[config.mk]
export PLATFORM = sky130hd
export DESIGN_NAME = prog_seq
export DESIGN_NICKNAME = d
export VERILOG_FILES = /design/src/rtl/prog_seq.sv
export SDC_FILE = /design/constraint.sdc
export NUM_CORES = 1
export LEC_CHECK = 0
export BUFFER_PORTS_ARGS = -buffer_cell sky130_fd_sc_hd__buf_2
export CAP_MARGIN = 15
export CORE_MARGIN = 2
export CORE_UTILIZATION = 40
export DETAILED_ROUTE_END_ITERATION = 8
export PLACE_DENSITY = 0.6
export SLEW_MARGIN = 20
export SYNTH_ARGS = -nofsm -noshare
export SYNTH_HDL_FRONTEND = slang
export SYNTH_SLANG_ARGS = --single-unit
[constraint.sdc]
create_clock -name clk -period 3.6 [get_ports clk]
set_clock_uncertainty 0.15 [all_clocks]
set_input_delay 0.36 -clock clk [delete_from_list [all_inputs] [get_ports clk]]
set_output_delay 0.36 -clock clk [all_outputs]
set_load 0.02 [all_outputs]
[src/rtl/prog_seq.sv]
module prog_seq #(
  parameter int NUM_WL = 8,
  localparam int WLW = (NUM_WL > 1) ? $clog2(NUM_WL) : 1,
  localparam int PW = $clog2(2 * NUM_WL + 1)
) (
  input  logic                  clk,
  input  logic                  rst_n,
  input  logic                  req_valid,
  input  logic [WLW-1:0]        req_wl,
  input  logic                  req_msb,
  input  logic                  erase_req,
  output logic                  cmd_valid,
  output logic [1:0]            cmd_op,
  output logic [WLW-1:0]        cmd_wl,
  output logic                  cmd_msb,
  output logic                  err,
  output logic                  seq_done,
  output logic [2*NUM_WL-1:0]   wl_state
);
  localparam logic [PW-1:0] LAST_P = PW'(2 * NUM_WL - 1);
  localparam logic [PW-1:0] DONE_P = PW'(2 * NUM_WL);
  localparam logic [1:0] OP_PROG = 2'b01;
  localparam logic [1:0] OP_ERASE = 2'b10;

  logic [PW-1:0]  ptr;
  logic [PW-1:0]  half_up, half_dn;
  logic [WLW-1:0] exp_wl;
  logic           exp_msb;
  logic           hit;

  assign half_up = (ptr + PW'(1)) >> 1;
  assign half_dn = (ptr >> 1) - PW'(1);

  always_comb begin
    if (ptr == '0) begin
      exp_wl  = '0;
      exp_msb = 1'b0;
    end else if (ptr == LAST_P) begin
      exp_wl  = WLW'(NUM_WL - 1);
      exp_msb = 1'b1;
    end else if (ptr[0]) begin
      exp_wl  = half_up[WLW-1:0];
      exp_msb = 1'b0;
    end else begin
      exp_wl  = half_dn[WLW-1:0];
      exp_msb = 1'b1;
    end
  end

  assign seq_done = (ptr == DONE_P);
  assign hit = req_valid && !seq_done && (req_wl == exp_wl) && (req_msb == exp_msb);

  always_ff @(posedge clk) begin
    if (!rst_n) begin
      ptr       <= '0;
      cmd_valid <= 1'b0;
      cmd_op    <= 2'b00;
      cmd_wl    <= '0;
      cmd_msb   <= 1'b0;
      err       <= 1'b0;
    end else begin
      cmd_valid <= erase_req || hit;
      err       <= !erase_req && req_valid && !hit;
      if (erase_req) begin
        ptr     <= '0;
        cmd_op  <= OP_ERASE;
        cmd_wl  <= '0;
        cmd_msb <= 1'b0;
      end else if (hit) begin
        ptr     <= ptr + PW'(1);
        cmd_op  <= OP_PROG;
        cmd_wl  <= req_wl;
        cmd_msb <= req_msb;
      end
    end
  end

  for (genvar w = 0; w < NUM_WL; w++) begin : g_wl
    logic [1:0] st;
    always_ff @(posedge clk) begin
      if (!rst_n || erase_req)
        st <= 2'b00;
      else if (hit && req_wl == WLW'(w))
        st <= req_msb ? 2'b11 : 2'b01;
    end
    assign wl_state[2*w +: 2] = st;
  end
endmodule

# Word level (Yosys, flattened, before mapping)
# Index checks and enable logic that the tools add are counted.
[classes] addsub=2 eq_ne=11 mux=9 n_bitwise=1 n_reduce_logical=23
[op_table] op="1-bit logical AND" count=13
[op_table] op="3-bit equality test, second input constant" count=4
[op_table] op="3-bit two-way mux" count=3
[op_table] op="3-bit by 2-bit equality test with 1-bit output, second input constant" count=2
[op_table] op="2-bit two-way mux" count=3
[op_table] op="5-bit by 1-bit adder with 5-bit output, second input constant" count=1
[op_table] op="5-bit by 4-bit equality test with 1-bit output, second input constant" count=1
[op_table] op="5-bit equality test, second input constant" count=1
[op_table] op="5-bit zero test" count=1
[op_table] op="1-bit zero test" count=4
[op_table] op="3-bit by 1-bit equality test with 1-bit output, second input constant" count=1
[op_table] op="3-bit equality test" count=1
[op_table] op="3-bit zero test" count=1
[op_table] op="1-bit two-way mux" count=3
[op_table] op="3-bit by 1-bit subtractor with 3-bit output, second input constant" count=1
[op_table] op="1-bit logical OR" count=2
[op_table] op="2-bit nonzero test" count=1
[op_table] op="2-bit OR reduction" count=1
[op_table] op="1-bit equality test" count=1
[op_table] op="1-bit NOT" count=1
[word_totals] register_bits=29 inputBits=8 out_inout_bits=25 wordCells=61

# Longest topological paths before layout
# Gate-level depths: netlist of the first run.
[logic_depth] word_depth=9 depth_mapped=10 depth_no_buf=9

# Least setup slack after synthesis of the first run
# Ideal clock, no wire load.
[synth_timing] kind="flip-flop to flip-flop" start="reg ptr[0]" end="reg cmd_op[1]" setup_time_ns=0.115 arrival_time_ns=2.470 t_required_ns=3.335 path_slack_ns=0.865 path_stages_with_launch=10 n_path_buf=0 period_less_slack_ns=2.735 cell_sequence="dfxtp_1 > ha_1 > and3_1 > ha_1 > or4_1 > a21oi_1 > o2111a_1 > o21ai_1 > o31a_1 > o21a_1"
[synth_between] elab_chain_cells=8 word_cells_on_any_way=17 classes_between="1 x add/sub; 4 x eq/ne; 6 x mux; 6 x reduce/logical"
[synth_lines] element="start: declaration" line="25" text="logic [PW-1:0] ptr;"
[synth_lines] element="start signal: assignment" line="70" text="ptr <= ptr + PW'(1);"
[synth_lines] element="5-bit by 1-bit adder with 5-bit output"
[synth_lines] element="3-bit two-way mux" line="41" text="end else if (ptr[0]) begin"
[synth_lines] element="3-bit two-way mux" line="38" text="end else if (ptr == LAST_P) begin"
[synth_lines] element="3-bit two-way mux" line="35" text="if (ptr == '0) begin"
[synth_lines] element="3-bit equality test" line="51" text="assign hit = req_valid && !seq_done && (req_wl == exp_wl) && (req_msb == exp_msb);"
[synth_lines] element="1-bit logical AND" line="51"
[synth_lines] element="1-bit logical AND (*)" line="51"
[synth_lines] element="2-bit nonzero test (no line) (*)"
[synth_lines] element="end signal: assignment" line="57" text="cmd_op <= 2'b00;"
[synth_lines] element="end signal: assignment" line="66" text="cmd_op <= OP_ERASE;"
[synth_lines] element="end signal: assignment" line="71" text="cmd_op <= OP_PROG;"
[synth_lines] element="end: declaration" line="13" text="output logic [1:0] cmd_op,"
# Every way passes the cells marked *; elsewhere a longest branch is shown, timed or not.
# A chain may end at the register's enable or synchronous reset.

# Worst setup path in the final report of the first run
[layout_timing] start="reg ptr[0]" end="reg ptr[4]"
[layout_between] elab_chain_cells=7 word_cells_on_any_way=16 classes_between="1 x add/sub; 4 x eq/ne; 6 x mux; 5 x reduce/logical"
[layout_lines] element="5-bit by 1-bit adder with 5-bit output" line="70"
[layout_lines] element="3-bit two-way mux" line="41"
[layout_lines] element="3-bit two-way mux" line="38"
[layout_lines] element="3-bit two-way mux" line="35"
[layout_lines] element="3-bit equality test" line="51"
[layout_lines] element="1-bit logical AND (2 in series)" line="51"
# Parallel ways exist; a longest one is shown, timed or not.

==> results of run 1 <==
worst paths after layout:
path / startpoint / to / slack (ps) / cells after the start
setup reg to reg: ptr[0] / ptr[4] / 380 / 9
hold / removal: rst_n / cmd_valid / 170 / 2
setup / recovery: ptr[0] / ptr[4] / 380 / 9
hold reg to reg: g_wl[2].st[0] / g_wl[2].st[0] / 290 / 2
layout by cell type, fill, tap and decap left out, types with 2 or more instances in the layout:
master,n
xnor2_1,2
a21oi_1,19
nand2b_1,4
a31oi_1,3
clkbuf_8,6
o2111ai_1,3
ha_1,6
nor2_1,12
nor2b_1,3
buf_2,32
nand2_1,15
dfxtp_1,29
o31ai_1,6
nand4_1,10
mux2i_1,10
a211oi_1,2
a31o_2,2
o21a_1,4
inv_1,16
nor4_1,2
report_power, final:
group          internal [mW]  switching, mW  total (mW)
sequential             0.323        0.00100       0.324
combinational         0.0161         0.0403      0.0564
clock                  0.151          0.118       0.269
total                  0.491          0.159       0.650
layout make-up:
type,count,area (µm²)
fill,373,1880
multi-input combinational,126,883
sequential,29,581
timing repair buffer,33,168
clock buffer,7,86.3
inverter,16,60.1
tap,48,60.1
cell families (layout without fill, tap and decap cells):
group           Yosys count  in the layout  synth area share, %
xor+xnor                  2              2                 1.12
buf+inv                  24             56                 6.32
simple gates             59             59                 21.1
flops                    29             29                 37.1
compound gates           49             49                 23.1
mux                      10             10                 6.41
fa+ha+maj                 6              6                 4.80
flip-flops by register name, indices dropped and copies added (netlist names):
signal     cells
cmd_valid      1
err            1
cmd_op         2
ptr            5
cmd_msb        1
g_wl.st       16
cmd_wl         3
cells in the mapped netlist, types with 2 or more instances:
master,count
dfxtp_1,29
a21oi_1,19
inv_1,16
nand2_1,15
nor2_1,12
mux2i_1,10
nand4_1,10
ha_1,6
o31ai_1,6
clkbuf_1,5
nand2b_1,4
o21a_1,4
a31oi_1,3
nor2b_1,3
o2111ai_1,3
a211oi_1,2
a31o_2,2
nor4_1,2
xnor2_1,2
worst max-delay path, stage by stage, from the launching register on:
cell and delay [ps]:
dfxtp_1 540, ha_1 280, and3_1 170, ha_1 240, nand2b_1 150, nor4_1 60, o311a_1 400, o21ai_1 640
nor3_2 160, a211oi_1 310
layer usage:
layer	global-route usage, %	vias to the layer above
met3	4.39	8
met5	0	-
met1	24.5	683
met2	30.1	36
met4	8.67	0
li1	-	712
==> impl_metrics.toml, run 1 <==
[drt]
routed-via-count = 1439
drt-initial-drc-count = 99
routed-wl-met3_um = 171
post_drt_wl_per_cell_um = 14.8
route.met2.wl_um = 1770
via_per_inst = 5.56
ant_nets = 0
wl_met1_um = 1830
drc = 0
wl_um = 3840
routed.top_layer = "met4"
drt_pre_antenna_iters = 4

[worst_setup_path]
worstPathRequired_ps = 3630
endpoint_kind = "flop"
crit_path_start_kind = "flop"
arrival_ps = 3250
worstPathMaxFanout = 11
crit_type = "reg -> reg"

[sta]
slew_headroom_pct = 46.4
finalMaxSlewViolations = 0
min_period_over_period_pct = 89.5
holdWs_ps = 169
rsz0062_at_grt = "false"
fin_tns_setup_ps = 0
hold_viol = 0
worst_slew_pin_slew_ps = 799
final-setup-viol-count = 0
period_needed_ps = 3220
max_freq_ghz = 0.310
layout_setup_ws_ps = 378

[logic_synthesis]
synth_top_cell_by_area = "dfxtp_1"
synth_top_area_share_pct = 37.1
ys_top_cells_by_area = "dfxtp_1 (37%), mux2i_1 (6.4%), a21oi_1 (6.1%)"
synth-seq-cells = 29
syn-cell-area_um2 = 1560
ys_async_sr_fraction_pct = 0
synth_edf_count = 0
seq_area_frac_synth_pct = 37.1
ys_warn_count = 0
postSynthAreaPerCell_um2 = 8.73
syn_nets = 193
ys.flop_type = "dfxtp_1"
synth.distinct_cells = 45
netlist_instances = 179

[worst_hold_path]
hold_class = "in -> reg"

[floorplanning]
core_area_um2 = 3720
floorplan.rows = 22
die_w_um = 66.5
start_util_pct = 42.1
dieArea_um2 = 4420
die_h_um = 66.5
io_pins = 33

[cells_and_area]
fin_cells = 259
nets = 225
fin_area_um2 = 1840
antenna_cells = 0
drive_gt1_share_pct = 22.7
area_growth_pct = 17.6
postLayoutCoreUtil_pct = 49.5

[placed_design]
dp_cells = 252
pre_cts_slack_ps = 449
numPortBuffers = 32
gp_congestion = 0.878
placed_cell_area_um2 = 1750
hpwl_um = 2830

[global_routing]
antenna_found_initial = 0
grt_max_degree = 20
grt_overflow = 0
grt_pass1_vias = 1339
grt_usage_pct = 19.0
grt_pass1_wl_um = 6340

[clock_tree]
cts_resized = 0
clock_latency_ps = 290
cts_max_level = 2
cts_sinks = 29
clkTransAtPathRegs_ps = 70
numCtsBuffers = 5
clock_path_buffers = 2
clockRootBuffer = "clkbuf_8"
hold_buffers = 0
cts_setup_buffers = 0
cts_tree = "built"

[run_status]
status = "completed"

[run]
cap_violations = 0

[power_and_ir_drop]
power_density_nw_per_um2 = 354
totalPowerFinal_mw = 0.650
power.leakage_nw = 0.778
peakVddDrop_uv = 176
Note: power is estimated with default switching activity, not from simulation.
==> inputs of run 2 (changes only) <==
- CORE_MARGIN: 2 -> default
==> run 2 against run 1 <==
Effect of this change:
- power down 3.1%
- register-to-register slack improved by 100 ps
- via count is 0.76% higher
- fmax is 3.4% higher
- worst hold slack better by 11 ps
- final area down 0.75%
- non-clock buffer count is 1 lower
- global-route usage rose by 0.97 points
- die area decreased by 5.9%
- setup slack improved by 100 ps
- clock-buffer cell count up 1
- combinational power shrank 3%
- critical path type unchanged
==> impl_metrics.toml, run 2 (same netlist as run 1, synthesis figures left out) <==
[sta]
hold_viol = 0
final-setup-viol-count = 0
rsz0062_at_grt = "false"
finalMaxSlewViolations = 0
worst_slew_pin_slew_ps = 784
fin_tns_setup_ps = 0
holdWs_ps = 180
min_period_over_period_pct = 86.6
slew_headroom_pct = 47.1
max_freq_ghz = 0.321
period_needed_ps = 3120

[power_and_ir_drop]
p_comb_share_pct = 8.7
peakVddDrop_uv = 273
p_int_mw = 0.476
power.leakage_nw = 0.769
switching_power_mw = 0.154
pwr-share-seq_pct = 51.5
swShare_pct = 24.4
power.share.clock_pct = 39.8
power_density_nw_per_um2 = 345

[drt]
wl_um = 3790
post_drt_wl_per_cell_um = 14.6
ant_nets = 0
routed-via-count = 1450
drt-initial-drc-count = 85
drt_pre_antenna_iters = 4
via_per_inst = 5.60
drc = 0

[placed_design]
hpwl_um = 2810
numPortBuffers = 32
gp_congestion = 0.886

[worst_setup_path]
endpoint_kind = "flop"
crit_type = "reg -> reg"
arrival_ps = 3140
worstPathRequired_ps = 3620
worstPathMaxFanout = 11
crit_path_start_kind = "flop"

[floorplanning]
die_w_um = 64.5
die_h_um = 64.5
start_util_pct = 42.1
core_area_um2 = 3720
dieArea_um2 = 4160
floorplan.rows = 22
io_pins = 33

[clock_tree]
cts_tree = "built"
clockRootBuffer = "clkbuf_8"
cts_resized = 0
hold_buffers = 0
cts_setup_buffers = 0
clkTransAtPathRegs_ps = 60
clock_latency_ps = 280
cts_sinks = 29
clock_path_buffers = 2
numCtsBuffers = 5
cts_max_level = 2

[worst_hold_path]
hold_class = "in -> reg"

[cells_and_area]
nets = 224
postLayoutCoreUtil_pct = 49.1
final_cell_mix = "buf_2 (32), dfxtp_1 (29), a21oi_1 (19), inv_1 (16), nand2_1 (15)"
drive_gt1_share_pct = 21.8
final_common_cell = "buf_2"
regMostFlops = "g_wl.st"
largest_reg_flops = 16
top_regs = "g_wl.st (16), ptr (5), cmd_wl (3)"
area_growth_pct = 16.7
antenna_cells = 0

[global_routing]
antenna_found_initial = 0
grt_usage_pct = 20.0
grt_max_degree = 20
grt_pass1_vias = 1346
grt_overflow = 0
grt_pass1_wl_um = 6410

[run]
cap_violations = 0

[run_status]
status = "completed"
-- run 2: area by class of cell --
cell class	instances	area [µm²]
Sequential cell	29	581
Inverter	16	60.1
Clock buffer	8	80.1
Multi-Input combinational cell	126	883
Timing Repair Buffer	32	160
Tap cell	48	60.1
Fill cell	395	1890
-- run 2: critical path, stage by stage, from the launching register on --
cell and delay [ps]:
dfxtp_1 420, ha_1 290, and3_1 190, ha_1 230, or4_1 520, a21oi_1 190, o2111a_1 270, o21ai_1 260
o31a_1 320, o21a_1 160
-- run 2: stage by stage --
step           worst slack, ps  power, mW  instances  cell area (µm²)
6_report                   483      0.630        259             1820
5_1_grt                    257      0.654        259             1820
4_1_cts                    499      0.634        259             1820
3_5_place_dp               519      0.386        251             1740
3_3_place_gp               556      0.385        251             1740
2_1_floorplan              865      0.370        179             1560
-- run 2: power by group through the flow --
| stage | clock network [mW] | registers, mW | logic, mW |
|---|---|---|---|
| after floorplan | 0 | 0.334 | 0.0360 |
| after global placement | 0 | 0.331 | 0.0539 |
| after detailed placement | 0 | 0.331 | 0.0544 |
| after CTS | 0.255 | 0.324 | 0.0546 |
| after global routing | 0.270 | 0.324 | 0.0596 |
| final | 0.250 | 0.324 | 0.0549 |
-- run 2: final timing paths --
| path | from | end | slack, ps | cells after the start |
|---|---|---|---|---|
| max | ptr[0] | cmd_op[1] | 480 | 9 |
| min | rst_n | cmd_valid | 180 | 2 |
| max reg2reg | ptr[0] | cmd_op[1] | 480 | 9 |
| min reg2reg | g_wl[6].st[0] | g_wl[6].st[0] | 300 | 2 |
-- run 2: metal layers --
layer | GRT usage (%) | share of wire, % | vias to the layer above
li1 | - | - | 716
met2 | 32.6 | 48 | 47
met1 | 25.2 | 44 | 681
met4 | 8.61 | 1.5 | 0
met5 | 0 | 0 | -
met3 | 4.40 | 6.1 | 6
==> inputs of run 3 (changes only) <==
- BUFFER_PORTS_ARGS: -buffer_cell sky130_fd_sc_hd__buf_2 -> default
- CORE_ASPECT_RATIO: default -> 0.7
- CTS_CLUSTER_DIAMETER: default -> 40
- DONT_BUFFER_PORTS: default -> 1
- PLACE_DENSITY: 0.6 -> 0.52
==> run 3 against run 2 <==
Effect of this change:
- sequential power about the same
- routed wire length fell by 0.16%
- first-iteration DRC count decreased by 7.1%
- critical path type unchanged
- flip-flop and latch count is the same
- register-to-register slack worse by 80 ps
- setup slack lost 85 ps
- power increased by 14%
==> impl_metrics.toml, run 3 (same netlist as run 1, synthesis figures left out) <==
[floorplanning]
start_util_pct = 43.1
io_pins = 33
die_w_um = 76.7
die_h_um = 54.3
floorplan.rows = 18
dieArea_um2 = 4160
core_area_um2 = 3630

[worst_setup_path]
critPathMaxStageDelay_ps = 520
crit_type = "reg -> reg"
crit_path_start_kind = "flop"
worstPathRequired_ps = 3580
critical_path.top_delay_family = "simple AND/OR/NAND/NOR gates"
arrival_ps = 3180
worstPathMaxFanout = 11
worst_path_max_delay_cell = "or4_1"
endpoint_kind = "flop"
cp_num_buf_inv = 0
timing.critical_path.mode_cell = "ha_1"
path_cells = "ha_1 -> and3_1 -> ha_1 -> or4_1 -> a21oi_1 -> o2111a_1 -> o21ai_1 -> nor3_2 -> a211oi_1"

[power_and_ir_drop]
p_comb_share_pct = 5.7
p_int_mw = 0.560
swShare_pct = 21.9
pwr-share-seq_pct = 45.6
power_density_nw_per_um2 = 418
switching_power_mw = 0.157
power.leakage_nw = 0.626
power.share.clock_pct = 48.7
peakVddDrop_uv = 247

[clock_tree]
clockRootBuffer = "clkbuf_8"
numCtsBuffers = 5
cts_max_level = 2
clock_path_buffers = 2
cts_resized = 0
hold_buffers = 0
cts_tree = "built"
clock_latency_ps = 280
clkTransAtPathRegs_ps = 70
cts_setup_buffers = 0
cts_sinks = 29

[global_routing]
antenna_found_initial = 0
grt_overflow = 0
grt_usage_pct = 19.5
grt_pass1_vias = 1236
grt_max_degree = 20
grt_pass1_wl_um = 6090

[drt]
post_drt_wl_per_cell_um = 16.4
drt-initial-drc-count = 79
wl_um = 3780
drt_pre_antenna_iters = 4
ant_nets = 0
drc = 0
routed-via-count = 1351
via_per_inst = 5.87

[cells_and_area]
antenna_cells = 0
regMostFlops = "g_wl.st"
area_growth_pct = 9.69
final_cell_mix = "dfxtp_1 (29), a21oi_1 (19), inv_1 (16), nand2_1 (15), nor2_1 (12)"
final_common_cell = "dfxtp_1"
largest_reg_flops = 16
fin_area_um2 = 1710
nets = 193
top_regs = "g_wl.st (16), ptr (5), cmd_wl (3)"
drive_gt1_share_pct = 10.0

[sta]
max_freq_ghz = 0.312
finalMaxSlewViolations = 0
fin_tns_setup_ps = 0
period_needed_ps = 3200
final-setup-viol-count = 0
worst_slew_pin_slew_ps = 826
slew_headroom_pct = 44.8
hold_viol = 0
rsz0062_at_grt = "false"
min_period_over_period_pct = 88.9

[run_status]
status = "completed"

[worst_hold_path]
hold_class = "in -> reg"

[placed_design]
numPortBuffers = 0
placed_cell_area_um2 = 1590
hpwl_um = 2740
gp_congestion = 0.918

[run]
cap_violations = 0
-- run 3: changes by cell type in the layout (fill, tap and decap cells not counted) --
| cell | change |
|---|---|
| clkbuf_1 | -3 |
| bufinv_16 | +1 |
| buf_4 | +1 |
| clkbuf_8 | +1 |
| buf_2 | -32 |
| clkinvlp_4 | +1 |
-- run 3: layout make-up --
type,instances,area [µm²]
fill,358,1910
tap,50,62.6
timing repair buffer,1,7.51
inverter,16,60.1
sequential,29,581
clock buffer,6,82.6
clock inverter,2,37.5
multi-input combinational,126,883
-- run 3: worst paths after layout --
kind | to | startpoint | slack, ps | cells after the start
max reg2reg | ptr[4] | ptr[0] | 400 | 9
max | ptr[4] | ptr[0] | 400 | 9
min reg2reg | ptr[1] | ptr[1] | 390 | 2
min | cmd_op[1] | rst_n | 50 | 1
-- run 3: stage by stage --
| step | util [%] | worst slack [ps] | power (mW) | std cells | hold WS [ps] |
|---|---|---|---|---|---|
| finish | 47.3 | 398 | 0.717 | 230 | 47.8 |
| global route | 47.3 | 176 | 0.746 | 230 | 42.7 |
| floorplan | - | 865 | 0.370 | 179 | 324 |
| detailed placement | 44.0 | 452 | 0.375 | 222 | 334 |
| global placement | 44.0 | 534 | 0.374 | 222 | 329 |
| CTS | 47.3 | 433 | 0.726 | 230 | 40.7 |
-- run 3: metal layers --
| layer | vias up | track usage (%) | part of all wire (%) |
|---|---|---|---|
| li1 | 651 | - | - |
| met1 | 642 | 27.1 | 48 |
| met2 | 52 | 29.0 | 42 |
| met3 | 6 | 5.83 | 8.7 |
| met4 | 0 | 5.77 | 1.1 |
| met5 | - | 0 | 0 |
-- run 3: power groups by stage --
stage               logic [mW]  registers (mW)  clock network [mW]
floorplan               0.0360           0.334                   0
global placement        0.0396           0.334                   0
CTS                     0.0405           0.327               0.358
detailed placement      0.0403           0.334                   0
finish                  0.0407           0.327               0.349
global route            0.0455           0.327               0.373
